**src/rtl/mon_ctrl_pkg.sv**
```systemverilog
package mon_ctrl_pkg;
  localparam logic [7:0] ADDR_CFG1    = 8'h40;
  localparam logic [7:0] ADDR_CFG2    = 8'h41;
  localparam logic [7:0] ADDR_CHMODE  = 8'h42;
  localparam logic [7:0] ADDR_DAC     = 8'h43;
  localparam logic [7:0] ADDR_CICLR   = 8'h44;
  localparam logic [7:0] ADDR_LIM_INT = 8'h13;
  localparam logic [7:0] ADDR_LIM_EXT = 8'h14;

  localparam logic [7:0] CFG1_DEF   = 8'h08;
  localparam logic [7:0] CFG1_MASK  = 8'h4F;
  localparam logic [7:0] CFG2_MASK  = 8'hC9;  // stored, non-lock bits
  localparam logic [7:0] LOCK_MASK  = 8'h06;
  localparam logic [7:0] DAC_DEF    = 8'hFF;

  localparam int unsigned B_INIT    = 7;
  localparam int unsigned B_RSTP    = 4;
  localparam int unsigned B_CIP     = 7;
  localparam int unsigned B_LOCK_I  = 1;
  localparam int unsigned B_LOCK_E  = 2;
endpackage

```
**src/rtl/mon_rst_sync.sv**
```systemverilog
module mon_rst_sync #(
  parameter int unsigned STAGES = 2
) (
  input  logic clk_i,
  input  logic rst_ni,
  input  logic async_ni,
  output logic sync_o
);
  logic [STAGES-1:0] q;

  always_ff @(posedge clk_i or negedge rst_ni) begin
    if (!rst_ni) q <= '1;
    else         q <= {q[STAGES-2:0], async_ni};
  end

  assign sync_o = q[STAGES-1];
endmodule

```
**src/rtl/mon_pulse_gen.sv**
```systemverilog
module mon_pulse_gen #(
  parameter int unsigned PULSE_CYC = 4_000_000
) (
  input  logic clk_i,
  input  logic rst_ni,
  input  logic trig_i,
  output logic pulse_no
);
  localparam int unsigned CW = $clog2(PULSE_CYC + 1);

  logic [CW-1:0] cnt_q;

  always_ff @(posedge clk_i or negedge rst_ni) begin
    if (!rst_ni)          cnt_q <= '0;
    else if (trig_i)      cnt_q <= CW'(PULSE_CYC);
    else if (cnt_q != '0) cnt_q <= cnt_q - 1'b1;
  end

  assign pulse_no = (cnt_q == '0);

  // trigger drives output low next cycle
  a_r9_pulse_start: assert property (@(posedge clk_i) disable iff (!rst_ni)
    trig_i |=> !pulse_no);
  // last count without retrigger releases the output
  a_r10_pulse_end: assert property (@(posedge clk_i) disable iff (!rst_ni)
    (cnt_q == CW'(1) && !trig_i) |=> pulse_no);
endmodule

```
**src/rtl/mon_lim_reg.sv**
```systemverilog
module mon_lim_reg #(
  parameter logic [7:0] DEF = 8'h00
) (
  input  logic       clk_i,
  input  logic       rst_ni,
  input  logic       soft_rst_i,
  input  logic       lock_i,
  input  logic       we_i,
  input  logic [7:0] wdata_i,
  output logic [7:0] q_o
);
  always_ff @(posedge clk_i or negedge rst_ni) begin
    if (!rst_ni)                q_o <= DEF;
    else if (!lock_i) begin
      if (soft_rst_i)           q_o <= DEF;
      else if (we_i)            q_o <= wdata_i;
    end
  end

  // a locked limit never changes
  a_r6_locked_stable: assert property (@(posedge clk_i) disable iff (!rst_ni)
    lock_i |=> $stable(q_o));
endmodule

```
**src/rtl/mon_ctrl_regs.sv**
```systemverilog
module mon_ctrl_regs
  import mon_ctrl_pkg::*;
#(
  parameter int unsigned PULSE_CYC   = 4_000_000,
  parameter int unsigned SYNC_STAGES = 2,
  parameter logic [7:0]  LIM_INT_DEF = 8'h46,
  parameter logic [7:0]  LIM_EXT_DEF = 8'h55
) (
  input  logic       clk_i,
  input  logic       rst_ni,
  input  logic       ext_rst_ni,
  input  logic       wr_i,
  input  logic [7:0] addr_i,
  input  logic [7:0] wdata_i,
  output logic [7:0] rdata_o,
  output logic       run_o,
  output logic       int_en_o,
  output logic       therm_en_o,
  output logic       int_clr_o,
  output logic       therm_clr_o,
  output logic       therm_int_mask_o,
  output logic       therm_acpi_o,
  output logic       irq3_en_o,
  output logic       irq4_en_o,
  output logic       ain1_sel_o,
  output logic       ain2_sel_o,
  output logic       rtemp2_sel_o,
  output logic       vcc5_sel_o,
  output logic [7:0] dac_o,
  output logic [7:0] lim_int_o,
  output logic [7:0] lim_ext_o,
  output logic       rst_out_no,
  output logic       ci_out_no
);
  localparam int unsigned NLIM = 2;

  logic       ext_ok;
  logic       init_cmd, soft_rst, wr_ok;
  logic [7:0] cfg1_q, cfg2_q, dac_q;
  logic [3:0] chm_q;
  logic       trig_rst, trig_ci;
  logic [7:0] lim_q [NLIM];

  mon_rst_sync #(.STAGES(SYNC_STAGES)) u_sync (
    .clk_i    (clk_i),
    .rst_ni   (rst_ni),
    .async_ni (ext_rst_ni),
    .sync_o   (ext_ok)
  );

  assign init_cmd = wr_i && (addr_i == ADDR_CFG1) && wdata_i[B_INIT];
  assign soft_rst = !ext_ok || init_cmd;
  assign wr_ok    = wr_i && !soft_rst;

  always_ff @(posedge clk_i or negedge rst_ni) begin
    if (!rst_ni) begin
      cfg1_q <= CFG1_DEF;
      cfg2_q <= '0;
      chm_q  <= '0;
      dac_q  <= DAC_DEF;
    end else if (soft_rst) begin
      cfg1_q <= CFG1_DEF;
      cfg2_q <= cfg2_q & LOCK_MASK;  // locks survive
      chm_q  <= '0;
    end else if (wr_ok) begin
      unique case (addr_i)
        ADDR_CFG1:   cfg1_q <= wdata_i & CFG1_MASK;
        ADDR_CFG2:   cfg2_q <= (wdata_i & CFG2_MASK) | ((cfg2_q | wdata_i) & LOCK_MASK);
        ADDR_CHMODE: chm_q  <= wdata_i[3:0];
        ADDR_DAC:    dac_q  <= wdata_i;
        default: ;
      endcase
    end
  end

  for (genvar g = 0; g < NLIM; g++) begin : g_lim
    localparam logic [7:0]  DEF  = (g == 0) ? LIM_INT_DEF : LIM_EXT_DEF;
    localparam logic [7:0]  ADDR = (g == 0) ? ADDR_LIM_INT : ADDR_LIM_EXT;
    localparam int unsigned LB   = (g == 0) ? B_LOCK_I : B_LOCK_E;
    mon_lim_reg #(.DEF(DEF)) u_lim (
      .clk_i      (clk_i),
      .rst_ni     (rst_ni),
      .soft_rst_i (soft_rst),
      .lock_i     (cfg2_q[LB]),
      .we_i       (wr_ok && (addr_i == ADDR)),
      .wdata_i    (wdata_i),
      .q_o        (lim_q[g])
    );
  end

  assign trig_rst = wr_ok && (addr_i == ADDR_CFG1)  && wdata_i[B_RSTP];
  assign trig_ci  = wr_ok && (addr_i == ADDR_CICLR) && wdata_i[B_CIP];

  mon_pulse_gen #(.PULSE_CYC(PULSE_CYC)) u_rst_pulse (
    .clk_i (clk_i), .rst_ni (rst_ni), .trig_i (trig_rst), .pulse_no (rst_out_no)
  );
  mon_pulse_gen #(.PULSE_CYC(PULSE_CYC)) u_ci_pulse (
    .clk_i (clk_i), .rst_ni (rst_ni), .trig_i (trig_ci), .pulse_no (ci_out_no)
  );

  always_comb begin
    unique case (addr_i)
      ADDR_CFG1:    rdata_o = cfg1_q;
      ADDR_CFG2:    rdata_o = cfg2_q;
      ADDR_CHMODE:  rdata_o = {4'h0, chm_q};
      ADDR_DAC:     rdata_o = dac_q;
      ADDR_LIM_INT: rdata_o = lim_q[0];
      ADDR_LIM_EXT: rdata_o = lim_q[1];
      default:      rdata_o = 8'h00;
    endcase
  end

  assign run_o            = cfg1_q[0];
  assign int_en_o         = cfg1_q[1];
  assign therm_en_o       = cfg1_q[2];
  assign int_clr_o        = cfg1_q[3];
  assign therm_clr_o      = cfg1_q[6];
  assign therm_int_mask_o = cfg2_q[0];
  assign therm_acpi_o     = cfg2_q[3];
  assign irq3_en_o        = cfg2_q[6];
  assign irq4_en_o        = cfg2_q[7];
  assign ain1_sel_o       = chm_q[0];
  assign ain2_sel_o       = chm_q[1];
  assign rtemp2_sel_o     = chm_q[2];
  assign vcc5_sel_o       = chm_q[3];
  assign dac_o            = dac_q;
  assign lim_int_o        = lim_q[0];
  assign lim_ext_o        = lim_q[1];

  // lock bits are sticky until power-on
  a_r5_lock_int_sticky: assert property (@(posedge clk_i) disable iff (!rst_ni)
    cfg2_q[B_LOCK_I] |=> cfg2_q[B_LOCK_I]);
  a_r5_lock_ext_sticky: assert property (@(posedge clk_i) disable iff (!rst_ni)
    cfg2_q[B_LOCK_E] |=> cfg2_q[B_LOCK_E]);
  // soft resets leave the DAC byte alone
  a_r3_dac_kept: assert property (@(posedge clk_i) disable iff (!rst_ni)
    soft_rst |=> $stable(dac_o));
  // soft resets stop monitoring and assert interrupt clear
  a_r4_soft_shutdown: assert property (@(posedge clk_i) disable iff (!rst_ni)
    soft_rst |=> (!run_o && int_clr_o));
endmodule

```
**config.mk**
```make
export PLATFORM = sky130hd
export DESIGN_NAME = mon_ctrl_regs
export DESIGN_NICKNAME = d
export VERILOG_FILES = /design/src/rtl/mon_ctrl_pkg.sv /design/src/rtl/mon_rst_sync.sv /design/src/rtl/mon_pulse_gen.sv /design/src/rtl/mon_lim_reg.sv /design/src/rtl/mon_ctrl_regs.sv
export SDC_FILE = /design/constraint.sdc
export NUM_CORES = 1
export LEC_CHECK = 0
export BUFFER_PORTS_ARGS = -buffer_cell sky130_fd_sc_hd__buf_4
export CELL_PAD_IN_SITES_DETAIL_PLACEMENT = 0
export CELL_PAD_IN_SITES_GLOBAL_PLACEMENT = 1
export CORE_MARGIN = 1.5
export CORE_UTILIZATION = 41
export DETAILED_ROUTE_END_ITERATION = 12
export GPL_TIMING_DRIVEN = 0
export PLACE_DENSITY_LB_ADDON = 0.1
export SETUP_SLACK_MARGIN = 0.05
export SLEW_MARGIN = 20
export SYNTH_ARGS = -nofsm -noshare
export SYNTH_HDL_FRONTEND = slang
export SYNTH_SLANG_ARGS = --single-unit
```
**constraint.sdc**
```tcl
create_clock -name clk_i -period 2.5 [get_ports clk_i]
set_input_delay 0.125 -clock clk_i [delete_from_list [all_inputs] [get_ports clk_i]]
set_output_delay 0.125 -clock clk_i [all_outputs]
set_load 0.005 [all_outputs]
```
==> results.cfg <==
[logic_synthesis]
yosysSeqAreaShare = 0.4479
synthFlopType = dfrtp_1
ys.warnings.count = 0
yosys.cell_types.count = 66
async_flop_share = 1.000
syn_inst = 492
synth_nets = 514
synth_edf_count = 0
synth.avg_cell_area_um2 = 9.755
syn_area_mm2 = 0.004800
ys_seq_elements = 85

[routing]
drt-wirelength-per-cell_um = 18.51
wl_mm = 13.37
first_pass_iters = 5
routed_via_density = 5.910
drc_errors = 0
vias = 4267
drt_iter0_markers = 242
ant_nets = 0

[floorplanning]
start_util = 0.4203
die-area_mm2 = 0.01236
core-area_mm2 = 0.01142
fp.dieH_um = 111.2
die_w_um = 111.2
pin_count = 67
rows = 39

[timing]
tns_ns = 0
maxSlewViolCount = 0
slew_headroom = 0.3637
hold_violations = 0
fin_crit_sh = 0.9452
rsz0062_at_grt = false
fin_crit_ns = 2.363
worstMarginPinSlew_ns = 0.9493
max_freq_ghz = 0.4232
whs_ns = 0.02553
fin_skew_ns = 0.007683
setup_viol = 0

[worst_setup_path]
end_kind = primary output
reg2reg_from = u_rst_pulse.cnt_q[4]
max_stage_delay_ns = 0.52
ff2ff_path_depth = 6
crit_path_start_kind = flip-flop
r2r_slack_ns = 0.17
cpMaxStageDelayCell = or4_1
cp.arrival_ns = 2.24
critPathKind = flip-flop to primary output
cp_common_cell = buf_4
r2r_end = u_rst_pulse.cnt_q[13]
crit_chain = or4_1 -> buf_4 -> or4_1 -> buf_4 -> nor2_4 -> buf_4
critPathRequiredTime_ns = 2.38
cp_max_fo = 6

[finish]
area_delta_synth_final_pct = 22.18
fillers = 1105
antenna_cells = 0
drive_above_1_share = 0.2383
nNetsFinal = 596

[clock_network]
cts_max_path_buffers = 2
htree_levels = 3
cts_sinks = 85
clkTransAtPathRegs_ns = 0.07
clk_latency_ns = 0.35
cts-root-buf = clkbuf_16
cts_buffers = 9
cts_tree = yes

[worst_hold_path]
hp-start = wdata_i[6]
hp-class = primary input to flip-flop
whs_path_depth = 2
min_to = cfg1_q[6]

[placement]
hpwl_mm = 9.321
portBuffers = 66
routabilityCongestion = 0.8820

[grt]
grt_pass1_wl_mm = 21.87
grt_max_degree = 86
grt.overflow.total = 0
track_usage = 0.2228
grt_pass1_vias = 4131
antenna_found_initial = 0

[status]
status = finished, final reports clean

[power]
ir_drop_mv = 0.6489
pwr_density_cell_mw_per_mm2 = 661.8
leakagePower_nw = 2.385

[flow_run]
cap_violations = 0
==> cell families (layout without fill, tap and decap cells) <==
logic type / count (synthesis) / count (layout) / share of synthesized area
fa+ha+maj: 2 / 2 / 0.005213
flops: 85 / 85 / 0.4479
simple gates: 214 / 214 / 0.2523
buf+inv: 33 / 120 / 0.02920
compound gates: 111 / 111 / 0.1653
mux: 47 / 47 / 0.1001
==> through the flow <==
stage / instance area [µm²] / utilization / power (mW) / std cells / setup slack, ns
final: 5864 / 0.5136 / 3.881 / 722 / 0.1370
after global routing: 5864 / 0.5136 / 4.099 / 722 / 0.05309
after CTS: 5793 / 0.5073 / 3.910 / 719 / 0.05878
after detailed placement: 5474 / 0.4794 / 2.558 / 701 / -0.1076
after global placement: 5474 / 0.4794 / 2.532 / 701 / -0.05447
after floorplan: 4800 / - / 2.284 / 492 / 0.2792
==> area by class of cell <==
cell class,instances,area [µm²],area share
plain buffers,24,113.9,0.01942
clock buffers,13,280.3,0.04779
clock inverters,3,17.52,0.002987
inverters,8,30.03,0.005121
multi-input cells,374,2545,0.4340
flip-flops and latches,85,2150,0.3665
well taps,143,178.9,0.03051
repair buffers,72,549.3,0.09366
==> state kept, by name, indices dropped and copies added, names as in the netlist <==
signal	cells
u_sync.q	2
cfg2_q	6
u_rst_pulse.cnt_q	22
cfg1_q	5
g_lim.u_lim.q_o	16
dac_o	8
u_ci_pulse.cnt_q	22
chm_q	4
==> repair_timing <==
action                     CTS  global route
gates resized for setup      2            12
setup endpoints to repair    1            37
hold buffers                 1             1
setup buffers                1             3
hold endpoints to repair     1            67
pin swaps                    0             1
gates cloned                 0             0
==> cell usage after synthesis, types with 9 or more instances <==
cell	count	area share
dfrtp_1	67	0.35
nand2_1	44	0.034
nor2_1	40	0.031
mux2i_1	39	0.081
a21oi_1	24	0.025
or4_1	21	0.033
clkbuf_1	20	0.016
dfstp_2	18	0.099
nand2b_1	15	0.020
o31ai_1	15	0.023
o21ai_0	14	0.015
nor3_1	12	0.013
nor4_1	12	0.016
nand3_1	11	0.011
o211ai_1	9	0.014
or3_1	9	0.012
==> cells in the final DEF, fill, tap and decap left out, types with 3 or more instances in the layout <==
| cell type | Yosys | routed |
|---|---|---|
| buf_4 | 0 | 71 |
| dfrtp_1 | 67 | 67 |
| nand2_1 | 44 | 44 |
| nor2_1 | 40 | 39 |
| mux2i_1 | 39 | 39 |
| a21oi_1 | 24 | 24 |
| or4_1 | 21 | 21 |
| dfstp_2 | 18 | 18 |
| clkbuf_1 | 20 | 17 |
| o31ai_1 | 15 | 15 |
| nand2b_1 | 15 | 15 |
| o21ai_0 | 14 | 14 |
| nor3_1 | 12 | 12 |
| nand3_1 | 11 | 11 |
| nor4_1 | 12 | 10 |
| or3_1 | 9 | 9 |
| o211ai_1 | 9 | 9 |
| clkbuf_16 | 0 | 9 |
| inv_1 | 8 | 8 |
| nand4_1 | 8 | 8 |
| mux2_2 | 8 | 8 |
| and2_1 | 7 | 7 |
| a22oi_1 | 6 | 6 |
| nor2b_1 | 6 | 6 |
| and4_1 | 5 | 5 |
| o221ai_1 | 4 | 4 |
| or2_2 | 4 | 4 |
| clkbuf_8 | 0 | 4 |
| nor4_2 | 2 | 3 |
| buf_6 | 2 | 3 |
| a31oi_1 | 3 | 3 |
| a211oi_1 | 3 | 3 |
| a211o_1 | 3 | 3 |
==> routing by layer <==
layer	GRT usage	routed length (µm)
met5	0	0
met1	0.3155	6597
met4	0.07342	234
met2	0.3337	6028
met3	0.05631	505
==> worst max path at each step <==
| stage | from | to | cells past startpoint |
|---|---|---|---|
| after global routing | u_ci_pulse.cnt_q[19] | ci_out_no | 6 |
| final | u_ci_pulse.cnt_q[19] | ci_out_no | 6 |
| after floorplan | u_rst_pulse.cnt_q[6] | u_rst_pulse.cnt_q[19] | 6 |
| after global placement | addr_i[1] | u_ci_pulse.cnt_q[15] | 8 |
| after CTS | addr_i[1] | rdata_o[6] | 8 |
| after detailed placement | addr_i[1] | u_ci_pulse.cnt_q[15] | 8 |
==> critical path: cells and delay by family (launching register included) <==
| kind | cells | cell delay [ns] |
|---|---|---|
| and+or+nand+nor | 3 | 1.03 |
| buffers and inverters | 3 | 0.46 |
| DFF | 1 | 0.39 |
==> power by group <==
part           switching, mW  internal [mW]
Combinational          0.397          0.363
Clock                  0.559          0.779
Sequential             0.219           1.56
Power figures use the tool's default switching activity.
